--- config.mk ---
export PLATFORM = sky130hd
export DESIGN_NAME = dma_chan_seq
export DESIGN_NICKNAME = d
export VERILOG_FILES = /design/src/rtl/dma_chan_pkg.sv /design/src/rtl/dma_chan_regs.sv /design/src/rtl/dma_chan_fsm.sv /design/src/rtl/dma_chan_seq.sv
export SDC_FILE = /design/constraint.sdc
export NUM_CORES = 1
export LEC_CHECK = 0
export BUFFER_PORTS_ARGS = -buffer_cell sky130_fd_sc_hd__buf_2
export CAP_MARGIN = 0
export CELL_PAD_IN_SITES_DETAIL_PLACEMENT = 1
export CELL_PAD_IN_SITES_GLOBAL_PLACEMENT = 2
export CORE_ASPECT_RATIO = 1.25
export CORE_MARGIN = 5
export CORE_UTILIZATION = 36
export DETAILED_ROUTE_END_ITERATION = 6
export PLACE_DENSITY = 0.82
export SETUP_SLACK_MARGIN = 0.1
export SLEW_MARGIN = 25
export SYNTH_ARGS = -nofsm -noshare
export SYNTH_HDL_FRONTEND = slang
export SYNTH_HIERARCHICAL = 1
export SYNTH_SLANG_ARGS = --single-unit
--- constraint.sdc ---
create_clock -name clk -period 2.89 [get_ports clk]
set_input_delay 0.1445 -clock clk [delete_from_list [all_inputs] [get_ports clk]]
set_output_delay 0.1445 -clock clk [all_outputs]
set_load 0.03 [all_outputs]
--- src/rtl/dma_chan_pkg.sv ---
package dma_chan_pkg;
  typedef enum logic [2:0] {
    ST_IDLE,
    ST_REQ,
    ST_ADR,
    ST_STB,
    ST_REL
  } slot_st_e;

  localparam logic [1:0] SEL_ADDR = 2'd0;
  localparam logic [1:0] SEL_CNT  = 2'd1;
  localparam logic [1:0] SEL_MODE = 2'd2;

  typedef struct packed {
    logic to_mem;
    logic auto_ld;
    logic dec;
  } mode_t;
endpackage

--- src/rtl/dma_chan_regs.sv ---
module dma_chan_regs
  import dma_chan_pkg::*;
#(
  parameter int ADDR_W = 16,
  parameter int CNT_W  = 16
) (
  input  logic              clk,
  input  logic              rst_n,
  input  logic              cfg_we,
  input  logic [1:0]        cfg_sel,
  input  logic [ADDR_W-1:0] cfg_wdata,
  input  logic              busy,
  input  logic              step,
  output logic [ADDR_W-1:0] cur_addr,
  output logic              last_byte,
  output logic              armed,
  output logic              tc_flag,
  output mode_t             mode
);
  localparam logic [CNT_W-1:0]  CNT_ONE  = {{(CNT_W-1){1'b0}}, 1'b1};
  localparam logic [ADDR_W-1:0] ADDR_ONE = {{(ADDR_W-1){1'b0}}, 1'b1};

  logic [ADDR_W-1:0] base_addr;
  logic [CNT_W-1:0]  base_cnt;
  logic [CNT_W-1:0]  cur_cnt;
  logic              wr_ok;
  logic              at_tc;

  assign wr_ok     = cfg_we && !busy;
  assign last_byte = (cur_cnt == '0);
  assign at_tc     = step && last_byte;

  always_ff @(posedge clk or negedge rst_n) begin
    if (!rst_n) begin
      base_addr <= '0;
      base_cnt  <= '0;
      cur_addr  <= '0;
      cur_cnt   <= '0;
      mode      <= '0;
      armed     <= 1'b0;
      tc_flag   <= 1'b0;
    end else if (wr_ok) begin
      case (cfg_sel)
        SEL_ADDR: begin
          base_addr <= cfg_wdata;
          cur_addr  <= cfg_wdata;
        end
        SEL_CNT: begin
          base_cnt <= cfg_wdata[CNT_W-1:0];
          cur_cnt  <= cfg_wdata[CNT_W-1:0];
          armed    <= 1'b1;
          tc_flag  <= 1'b0;
        end
        SEL_MODE: mode <= cfg_wdata[2:0];
        default: ;
      endcase
    end else if (step) begin
      if (at_tc) begin
        tc_flag <= 1'b1;
        if (mode.auto_ld) begin
          cur_addr <= base_addr;
          cur_cnt  <= base_cnt;
        end else begin
          cur_addr <= mode.dec ? cur_addr - ADDR_ONE : cur_addr + ADDR_ONE;
          cur_cnt  <= cur_cnt - CNT_ONE;
          armed    <= 1'b0;
        end
      end else begin
        cur_addr <= mode.dec ? cur_addr - ADDR_ONE : cur_addr + ADDR_ONE;
        cur_cnt  <= cur_cnt - CNT_ONE;
      end
    end
  end

  a_r11_ignore_busy: assert property (@(posedge clk) disable iff (!rst_n)
    (cfg_we && busy) |=> ($stable(base_addr) && $stable(base_cnt) && $stable(mode)));

  a_r5_count_step: assert property (@(posedge clk) disable iff (!rst_n)
    (step && !last_byte) |=> (cur_cnt == $past(cur_cnt) - CNT_ONE));

  a_r9_reload: assert property (@(posedge clk) disable iff (!rst_n)
    (step && last_byte && mode.auto_ld) |=> (cur_addr == base_addr && cur_cnt == base_cnt && armed));

  a_r8_disarm: assert property (@(posedge clk) disable iff (!rst_n)
    (step && last_byte && !mode.auto_ld) |=> !armed);

  a_r7_tc_source: assert property (@(posedge clk) disable iff (!rst_n)
    $rose(tc_flag) |-> $past(step));
endmodule

--- src/rtl/dma_chan_fsm.sv ---
module dma_chan_fsm
  import dma_chan_pkg::*;
(
  input  logic clk,
  input  logic rst_n,
  input  logic dreq,
  input  logic hlda,
  input  logic armed,
  input  logic last_byte,
  output logic hold,
  output logic own,
  output logic stb,
  output logic step
);
  slot_st_e st_q, st_d;

  always_comb begin
    st_d = st_q;
    case (st_q)
      ST_IDLE: if (dreq && armed) st_d = ST_REQ;
      ST_REQ:  if (hlda) st_d = ST_ADR;
      ST_ADR:  st_d = ST_STB;
      ST_STB:  st_d = ST_REL;
      ST_REL: begin
        if (last_byte)  st_d = ST_IDLE;
        else if (hlda)  st_d = ST_ADR;
        else            st_d = ST_REQ;
      end
      default: st_d = ST_IDLE;
    endcase
  end

  always_ff @(posedge clk or negedge rst_n) begin
    if (!rst_n) st_q <= ST_IDLE;
    else        st_q <= st_d;
  end

  assign hold = (st_q != ST_IDLE);
  assign own  = (st_q == ST_ADR) || (st_q == ST_STB) || (st_q == ST_REL);
  assign stb  = (st_q == ST_STB);
  assign step = (st_q == ST_REL);

  a_r3_grant_first: assert property (@(posedge clk) disable iff (!rst_n)
    $rose(own) |-> $past(hlda));

  a_r2_own_needs_hold: assert property (@(posedge clk) disable iff (!rst_n)
    own |-> hold);

  a_r4_stb_framed: assert property (@(posedge clk) disable iff (!rst_n)
    stb |=> (own && !stb));

  a_r6_release_at_end: assert property (@(posedge clk) disable iff (!rst_n)
    $fell(hold) |-> ($past(step) && $past(last_byte)));

  a_r10_park_boundary: assert property (@(posedge clk) disable iff (!rst_n)
    (hold && $fell(own)) |-> ($past(step) && !$past(hlda)));
endmodule

--- src/rtl/dma_chan_seq.sv ---
module dma_chan_seq
  import dma_chan_pkg::*;
#(
  parameter int ADDR_W = 16,
  parameter int CNT_W  = 16
) (
  input  logic              clk,
  input  logic              rst_n,
  input  logic              cfg_we,
  input  logic [1:0]        cfg_sel,
  input  logic [ADDR_W-1:0] cfg_wdata,
  input  logic              dreq,
  input  logic              hlda,
  output logic              hold,
  output logic              dack,
  output logic              mem_en,
  output logic              mem_stb,
  output logic              mem_wr,
  output logic [ADDR_W-1:0] mem_addr,
  output logic              tc_flag
);
  logic  own, stb, step, armed, last_byte;
  mode_t mode;

  dma_chan_regs #(.ADDR_W(ADDR_W), .CNT_W(CNT_W)) u_regs (
    .clk       (clk),
    .rst_n     (rst_n),
    .cfg_we    (cfg_we),
    .cfg_sel   (cfg_sel),
    .cfg_wdata (cfg_wdata),
    .busy      (hold),
    .step      (step),
    .cur_addr  (mem_addr),
    .last_byte (last_byte),
    .armed     (armed),
    .tc_flag   (tc_flag),
    .mode      (mode)
  );

  dma_chan_fsm u_fsm (
    .clk       (clk),
    .rst_n     (rst_n),
    .dreq      (dreq),
    .hlda      (hlda),
    .armed     (armed),
    .last_byte (last_byte),
    .hold      (hold),
    .own       (own),
    .stb       (stb),
    .step      (step)
  );

  assign dack    = own;
  assign mem_en  = own;
  assign mem_stb = stb;
  assign mem_wr  = own && mode.to_mem;

  a_r12_dir_gated: assert property (@(posedge clk) disable iff (!rst_n)
    mem_wr |-> (mem_en && dack));
endmodule

==> results.yml, run 1 <==
yosys:
  synth_compound_area_share_pct: 19.4
  synth_edf_count: 0
  synth_top_family_by_area: "simple AND/OR/NAND/NOR gates"
  synth_cell_types: 56
  synth_nets: 553
  synth.avg_cell_area_um2: 8.31
  ys_async_sr_fraction_pct: 100
  ys.warnings.count: 6
  syn_area_um2: 4270
  synthAdderAreaFrac_pct: 4.86
  synth-xor-area-share_pct: 4.10
  synth_ff_type: "dfrtp_1"
  ys_seq_area_share_pct: 42.2
  synth-simple-area-share_pct: 24.4
  synth_cells: 514
  ys_seq_elements: 72
  yosys-mux-area-fraction_pct: 1.76
clocking:
  cts_tree: "done"
  cts.path.max_buffers: 2
  root_buffer: "clkbuf_16"
  path_clk_slew_ns: 0.06
  numCtsBuffers: 9
  clock_sinks: 72
  cts_setup_buffers: 0
  htree_levels: 3
  clock_latency_ns: 0.33
critical_path:
  worstSetupPathType: "reg -> reg"
  critPathArrivalTime_ns: 2.85
  cp_top_family: "simple AND/OR/NAND/NOR gates"
  cp-startpoint: "u_regs/cur_cnt[0]"
  crit_slowest_cell: "or3b_2"
  crit_path_end_kind: "flip-flop"
  cp_slowest_stage_delay_ns: 0.54
  path_buf_inv: 1
  worstPathCellList: "inv_1, ha_1, or3b_2, nor3_4, nand4_2, or3_1, o21ai_0, a221oi_1"
  crit_fanout: 11
  r2r_setup_slack_ns: 0.23
  crit_required_ns: 3.08
  reg2reg_from: "u_regs/cur_cnt[0]"
  crit_path_start_kind: "flip-flop"
routing:
  drt_pass1_iterations: 4
  drc: 0
  vias_per_cell: 5.43
  vias: 3949
  drt.antenna.violating_nets: 0
  initialDrtViolationCount: 170
  wl_per_cell_um: 18.1
  wirelength_mm: 13.1
global_routing:
  grt_pass1_wl_mm: 21.9
  grt.overflow.total: 0
  first_global_vias: 4257
  grt_max_degree: 73
  grtUsageTotal_pct: 19.4
  antenna_found_initial: 0
cells_and_area:
  n_fill_cell: 1417
  layout_common_cells: "133 x nand2_1, 72 x dfrtp_1, 43 x buf_2, 41 x nor2_1, 35 x o21ai_0"
  drive_above_1_share_pct: 16.6
  area_growth_pct: 17.2
  fin_nets: 600
  final_common_cell: "nand2_1"
  n_antenna_cell: 0
sta:
  rsz0062_at_grt: "false"
  final_max_slew_viol_count: 0
  fin_crit_sh_pct: 91.9
  hold_ws_ns: 0.0275
  setup_viol: 0
  hold_violations: 0
  relSlewSlack_pct: 54.7
  fin_skew_ns: 0.00707
  worst-slew-pin-transition_ns: 0.680
  fin_setup_tns_ns: 0
  setup_ws_ns: 0.235
  min_period_ns: 2.66
  fmax_mhz: 377
die:
  fp.dieH_um: 132
  dieArea_um2: 14200
  core_area_um2: 11600
  dieWidth_um: 107
  initial_utilization_pct: 36.8
  design.portCount: 45
  row_count: 44
power_and_ir_drop:
  p_total_mw: 6.24
  power_density_nw_per_um2: 1250
  ir_worst_vdd_mv: 0.428
  power_leakage_nw: 2.32
hold_path:
  worstHoldStart: "hlda"
  min-delay-path-class: "in -> reg"
place:
  routabilityCongestion: 0.870
  dp_hpwl_mm: 9.83
  io_buffer_count: 44
  preCtsSetupSlack_ns: 0.267
run_status:
  outcome: "finished, final reports clean"
flow_run:
  drv_cap: 0
## cells by family after synthesis
family                   Yosys count
AO/OA/AOI/OAI                    132
multiplexers                       7
flip-flops                        72
adder cells (fa/ha/maj)           16
XOR/XNOR                          20
buffers and inverters             33
AND/OR/NAND/NOR                  234
## flip-flops by register name, indices dropped and copies added (netlist names)
register / cells
u_regs/base_addr: 16
u_regs/base_cnt: 16
u_regs/cur_addr: 16
u_regs/cur_cnt: 16
u_fsm/st_q: 3
u_regs/mode: 3
u_regs/armed: 1
u_regs/tc_flag: 1
## worst register-to-register path, cell delays in order (launching register included)
cell	delay [ns]
dfrtp_1	0.40
inv_1	0.09
ha_1	0.19
or3b_2	0.54
nor3_4	0.31
nand4_2	0.36
or3_1	0.43
o21ai_0	0.09
a221oi_1	0.10
## cell type report
class,count,area [µm²],area share [%]
multi-input combinational,409,2330,46.6
sequential,72,1800,36.0
timing repair buffer,63,372,7.42
clock buffer,10,239,4.77
tap,161,201,4.02
clock inverter,6,35.0,0.700
inverter,6,22.5,0.450
## path summary, 6_finish.rpt
path	end	cells after the start
min	u_fsm/st_q[0]	2
min in group asynchronous	u_regs/cur_cnt[2]	2
max in group asynchronous	u_regs/cur_addr[9]	2
max reg2reg	u_regs/cur_addr[13]	8
max	u_regs/cur_addr[13]	8
min reg2reg	u_regs/base_cnt[1]	2
## routing by layer
metal,GRT usage (%),vias to the layer above,routed length [µm]
met2,33.5,52,6770
met4,4.56,0,117
met5,0,-,0
met1,25.2,1988,5820
li1,-,1900,-
met3,3.28,9,438
## repair_timing
action,4_1_cts,5_1_grt
hold buffers,1,0
setup endpoints to repair,0,1
gates resized for setup,0,1
hold endpoints to repair,15,0
## Yosys cell counts (5+ instances only)
library cell | instances | area (µm²)
nand2_1 | 133 | 499
dfrtp_1 | 72 | 1800
nor2_1 | 41 | 154
o21ai_0 | 35 | 175
a21oi_1 | 33 | 165
clkbuf_1 | 21 | 78.8
ha_1 | 15 | 188
xnor2_1 | 13 | 114
o211ai_1 | 12 | 90.1
nand3_1 | 11 | 55.1
nor3_1 | 8 | 40.0
o22ai_1 | 8 | 50.1
a211oi_1 | 7 | 52.6
a31oi_1 | 7 | 43.8
or3_1 | 7 | 43.8
xor2_1 | 7 | 61.3
inv_1 | 6 | 22.5
a21o_1 | 5 | 37.5
nand2b_1 | 5 | 31.3
o31ai_1 | 5 | 37.5
## per-stage QoR
| stage | cells | util, % | instance area, µm² |
|---|---|---|---|
| 2_1_floorplan | 514 | - | 4270 |
| 3_3_place_gp | 710 | 40.6 | 4720 |
| 3_5_place_dp | 710 | 40.6 | 4720 |
| 4_1_cts | 727 | 43.1 | 5000 |
| 5_1_grt | 727 | 43.1 | 5010 |
| 6_report | 727 | 43.1 | 5010 |
## power by group
part           switching [mW]  internal (mW)  leakage [nW]
Sequential              0.424           1.46         0.859
Combinational            2.01           1.31          1.32
Clock                   0.428          0.598         0.134
(Power assumes the default switching activity.)
==> inputs of run 2 (changes only) <==
- CORE_UTILIZATION: 36 -> 32
- PLACE_DENSITY: 0.82 -> 0.77
- clock period: 2.89 -> 2.2 ns (I/O delays scaled with it)
==> run 2 against run 1 <==
Net effect:
- hold slack improved by 0.0059 ns
- largest power group unchanged
- design area rose by 19%
- sequential cell count stayed put
- highest routed layer unchanged
==> results.yml, run 2 (synthesis gave the netlist of run 1 again) <==
critical_path:
  crit_slowest_cell: "dfrtp_2"
  cp-startpoint: "u_regs/mode[0]"
  crit_fanout: 5
  crit_required_ns: 2.45
  crit_end: "u_regs/cur_addr[14]"
  path_buf_inv: 2
  reg2regPathDepth: 9
  rr_endpoint: "u_regs/cur_addr[14]"
  path_depth: 9
  crit_path_end_kind: "flip-flop"
  cp_slowest_stage_delay_ns: 0.41
  cp_top_family: "compound AO/OA/AOI/OAI gates"
  crit_path_start_kind: "flip-flop"
  reg2reg_from: "u_regs/mode[0]"
  r2r_setup_slack_ns: 0.08
  worstSetupPathType: "reg -> reg"
  critPathArrivalTime_ns: 2.37
  worstPathCellList: "buf_6, fa_2, a21oi_2, o211ai_1, buf_4, nand4_1, a31oi_2, xnor2_2, a221oi_2"
place:
  dp_hpwl_mm: 10.7
  preCtsSetupSlack_ns: -0.0945
  place_area_um2: 5040
  io_buffer_count: 44
  routabilityCongestion: 0.843
clocking:
  path_clk_slew_ns: 0.06
  clock_latency_ns: 0.34
  clock_sinks: 72
  cts_tree: "done"
  cts.path.max_buffers: 2
  htree_levels: 3
  numCtsBuffers: 9
  root_buffer: "clkbuf_16"
routing:
  drc: 0
  drt.antenna.violating_nets: 0
  vias_per_cell: 5.25
  initialDrtViolationCount: 186
  wl_per_cell_um: 19.0
  drt_pass1_iterations: 4
  vias: 4131
  wirelength_mm: 14.9
cells_and_area:
  area_growth_pct: 38.9
  final_area_um2: 5930
  final_common_cell: "nand2_1"
  n_antenna_cell: 0
  multi_input_area_um2: 2740
  fin_nets: 650
  n_fill_cell: 1598
  layout_common_cells: "127 x nand2_1, 70 x dfrtp_1, 55 x buf_4, 43 x buf_2, 36 x nor2_1"
  drive_above_1_share_pct: 32.6
  seq_area_um2: 1800
sta:
  worst-slew-pin-transition_ns: 0.442
  rsz0062_at_grt: "true"
  fmax_mhz: 471
  setup_viol: 0
  relSlewSlack_pct: 70.5
  min_period_ns: 2.12
  hold_violations: 0
  fin_setup_tns_ns: 0
  setup_ws_ns: 0.0771
  fin_crit_sh_pct: 96.5
  fin_skew_ns: 0.00855
  final_max_slew_viol_count: 0
power_and_ir_drop:
  power_density_nw_per_um2: 1710
  power_leakage_nw: 2.69
  ir_worst_vdd_mv: 0.725
flow_run:
  drv_cap: 0
die:
  dieArea_um2: 15800
  dieWidth_um: 113
  row_count: 47
  initial_utilization_pct: 32.4
  fp.dieH_um: 139
  core_area_um2: 13200
  design.portCount: 45
global_routing:
  grt_max_degree: 43
  grtUsageTotal_pct: 19.0
  first_global_vias: 4401
  grt_pass1_wl_mm: 23.7
  antenna_found_initial: 0
  grt.overflow.total: 0
hold_path:
  min-delay-path-class: "in -> reg"
run_status:
  outcome: "finished, final reports clean"
run 2: repair_timing:
item | 4_1_cts | 5_1_grt
gates resized for setup | 53 | 43
endpoints found under the hold margin | 31 | 0
endpoints found under the setup margin | 27 | 31
setup buffers | 10 | 4
pin swaps | 30 | 26
hold buffers | 2 | 0
run 2: tightest hold or removal path, cell delays in order:
cell,delay [ns]
buf_2,0.12
nand2_1,0.05
nand2_1,0.05
run 2: per-stage QoR:
stage,util (%),hold WS (ns),power (mW),instances
final,45.0,0.0334,10.1,787
after global routing,45.0,0.0344,10.9,787
after CTS,43.4,0.0225,9.72,783
after detailed placement,38.2,0.0907,7.27,755
after global placement,38.2,0.0807,7.12,755
after floorplan,-,-0.186,5.61,514
run 2: cell type report:
type	count	share of cell area, %
Sequential cell	72	30.4
Clock inverter	6	1.81
Inverter	6	0.380
Clock buffer	10	3.86
Timing Repair Buffer	113	13.8
Multi-Input combinational cell	409	46.1
Tap cell	171	3.61
run 2: worst min-delay path by stage:
stage            startpoint                  end  slack (ns)  cells past startpoint
4_1_cts        cfg_wdata[2]  u_regs/base_addr[2]        0.02                      3
3_3_place_gp          rst_n       u_regs/tc_flag        0.08                      1
6_report       cfg_wdata[6]   u_regs/base_cnt[6]        0.03                      3
3_5_place_dp          rst_n       u_regs/tc_flag        0.09                      1
2_1_floorplan         rst_n        u_fsm/st_q[0]       -0.19                      0
5_1_grt        cfg_wdata[9]   u_regs/base_cnt[9]        0.03                      3
run 2: routing by layer:
layer	track usage [%]	wire, µm	vias to the layer above
li1	-	-	1998
met1	22.9	6360	2068
met4	5.44	193	0
met5	0	0	-
met3	3.58	421	16
met2	34.1	7950	49
run 2: power breakdown:
| group | total, mW | switching, mW | leakage, nW | internal (mW) |
|---|---|---|---|---|
| Combinational | 5.99 | 3.29 | 1.67 | 2.70 |
| Clock | 1.67 | 0.567 | 0.162 | 1.10 |
| Sequential | 2.47 | 0.548 | 0.856 | 1.93 |
| Total | 10.1 | 4.41 | 2.69 | 5.73 |
==> inputs of run 3 (changes only) <==
- RECOVER_POWER: not set -> 100
==> run 3 against run 2 <==
Net effect:
- non-clock buffer count stayed put
- combinational power is 1% lower
- total power decreased by 0.84%
- clock power about the same
- highest routed layer unchanged
- sequential cell count did not move
- global-route usage did not move
- utilization is 0.91 points lower
- fmax shrank 0.16%
- critical path type unchanged
==> results.yml, run 3 (synthesis gave the netlist of run 1 again) <==
die:
  core_area_um2: 13200
  design.portCount: 45
  dieArea_um2: 15800
  dieWidth_um: 113
  row_count: 47
  initial_utilization_pct: 32.4
  fp.dieH_um: 139
sta:
  setup_viol: 0
  worst-slew-pin-transition_ns: 0.822
  setup_ws_ns: 0.0738
  hold_violations: 0
  min_period_ns: 2.13
  rsz0062_at_grt: "true"
  fin_crit_sh_pct: 96.6
  fmax_mhz: 470
  fin_skew_ns: 0.00906
  final_max_slew_viol_count: 0
  relSlewSlack_pct: 45.2
routing:
  drc: 0
  drt_pass1_iterations: 4
  vias: 4155
  initialDrtViolationCount: 200
  wirelength_mm: 15.0
  wl_per_cell_um: 19.0
  vias_per_cell: 5.28
  drt.antenna.violating_nets: 0
place:
  preCtsSetupSlack_ns: -0.0945
  place_area_um2: 5040
  dp_hpwl_mm: 10.7
  routabilityCongestion: 0.843
  io_buffer_count: 44
  placed_cells_incl_taps: 755
cells_and_area:
  layout_common_cells: "127 x nand2_1, 71 x dfrtp_1, 45 x buf_4, 37 x nor2_1"
  fin_nets: 650
  n_antenna_cell: 0
  n_fill_cell: 1617
  final_area_um2: 5810
  area_growth_pct: 36.1
  fin_util_pct: 44.1
  final_common_cell: "nand2_1"
  fin_cells: 787
  drive_above_1_share_pct: 28.1
critical_path:
  cp-startpoint: "u_regs/cur_cnt[4]"
  crit_end: "u_regs/cur_cnt[11]"
  crit_path_end_kind: "flip-flop"
  crit_path_start_kind: "flip-flop"
  critPathArrivalTime_ns: 2.34
  worstSetupPathType: "reg -> reg"
  worstPathCellList: "or4_4, clkbuf_2, or4_4, o21ai_0, a31oi_1, o31a_1"
  crit_slowest_cell: "or4_4"
  cp_slowest_stage_delay_ns: 0.58
  reg2regPathDepth: 6
  r2r_setup_slack_ns: 0.07
  rr_endpoint: "u_regs/cur_cnt[11]"
  path_common_cell: "or4_4"
  crit_required_ns: 2.42
  crit_fanout: 4
  reg2reg_from: "u_regs/cur_cnt[4]"
global_routing:
  top_usage_layer: "met2"
  grtUsageTotal_pct: 19.0
  grt.overflow.total: 0
  antenna_found_initial: 0
  grt_util_met3_pct: 3.58
  grtUsageMet2_pct: 34.1
  grt_max_degree: 43
  grt_pass1_wl_mm: 23.7
  first_global_vias: 4401
  met1_usage_pct: 22.9
power_and_ir_drop:
  power_leakage_nw: 2.59
  ir_worst_vdd_mv: 0.722
  p_total_mw: 10.0
  power_density_nw_per_um2: 1730
run_status:
  outcome: "finished, final reports clean"
clocking:
  htree_levels: 3
  numCtsBuffers: 9
  cts.path.max_buffers: 2
  clock_latency_ns: 0.34
  root_buffer: "clkbuf_16"
  clock_sinks: 72
  path_clk_slew_ns: 0.05
  cts_tree: "done"
hold_path:
  min-delay-path-class: "in -> reg"
flow_run:
  drv_cap: 0
[run 3: cell count changes in the layout (fill, tap and decap cells not counted), sizes merged]
cell / change
buf: -33
clkbuf: +33
[run 3: area by class of cell]
cell class	count	area (µm²)	area share [%]
Multi-Input combinational cell	409	2710	46.6
Clock buffer	10	229	3.94
Sequential cell	72	1800	31.0
Inverter	6	22.5	0.387
Timing Repair Buffer	113	728	12.5
Tap cell	171	214	3.68
Clock inverter	6	108	1.85
[run 3: repair_timing]
action | CTS | global route
hold endpoints to repair | 31 | 0
pin swaps | 30 | 26
resized for setup | 53 | 43
hold buffers | 2 | 0
buffers inserted | 10 | 4
endpoints found under the setup margin | 27 | 31
[run 3: worst max-delay path: cells and delay by family (launching register included)]
kind            cells  cell delay [ns]
flops               1             0.38
simple gates        2             1.08
buf+inv             1             0.17
compound gates      3             0.37
[run 3: how the worst min path moves through the flow]
stage	start	to	slack [ns]	cells past startpoint
after CTS	cfg_wdata[2]	u_regs/base_addr[2]	0.02	3
after global routing	cfg_wdata[9]	u_regs/base_cnt[9]	0.03	3
after detailed placement	rst_n	u_regs/tc_flag	0.09	1
final	cfg_wdata[6]	u_regs/base_cnt[6]	0.03	3
after floorplan	rst_n	u_fsm/st_q[0]	-0.19	0
after global placement	rst_n	u_regs/tc_flag	0.08	1
[run 3: per-stage QoR]
| step | hold WS (ns) | TNS [ns] |
|---|---|---|
| 4_1_cts | 0.0225 | 0 |
| 3_5_place_dp | 0.0907 | -0.260 |
| 5_1_grt | 0.0344 | -0.0916 |
| 3_3_place_gp | 0.0807 | -0.00405 |
| 2_1_floorplan | -0.186 | 0 |
| 6_report | 0.0327 | 0 |
[run 3: per-layer routing]
metal | vias up | wire [µm]
li1 | 2006 | -
met1 | 2079 | 6370
met2 | 56 | 8000
met3 | 14 | 432
met4 | 0 | 165
met5 | - | 0
[run 3: where the power goes]
part / internal [mW] / switching, mW / total, mW
Combinational: 2.62 / 3.29 / 5.91
Sequential: 1.92 / 0.540 / 2.47
Clock: 1.10 / 0.570 / 1.67
Total: 5.65 / 4.40 / 10.0
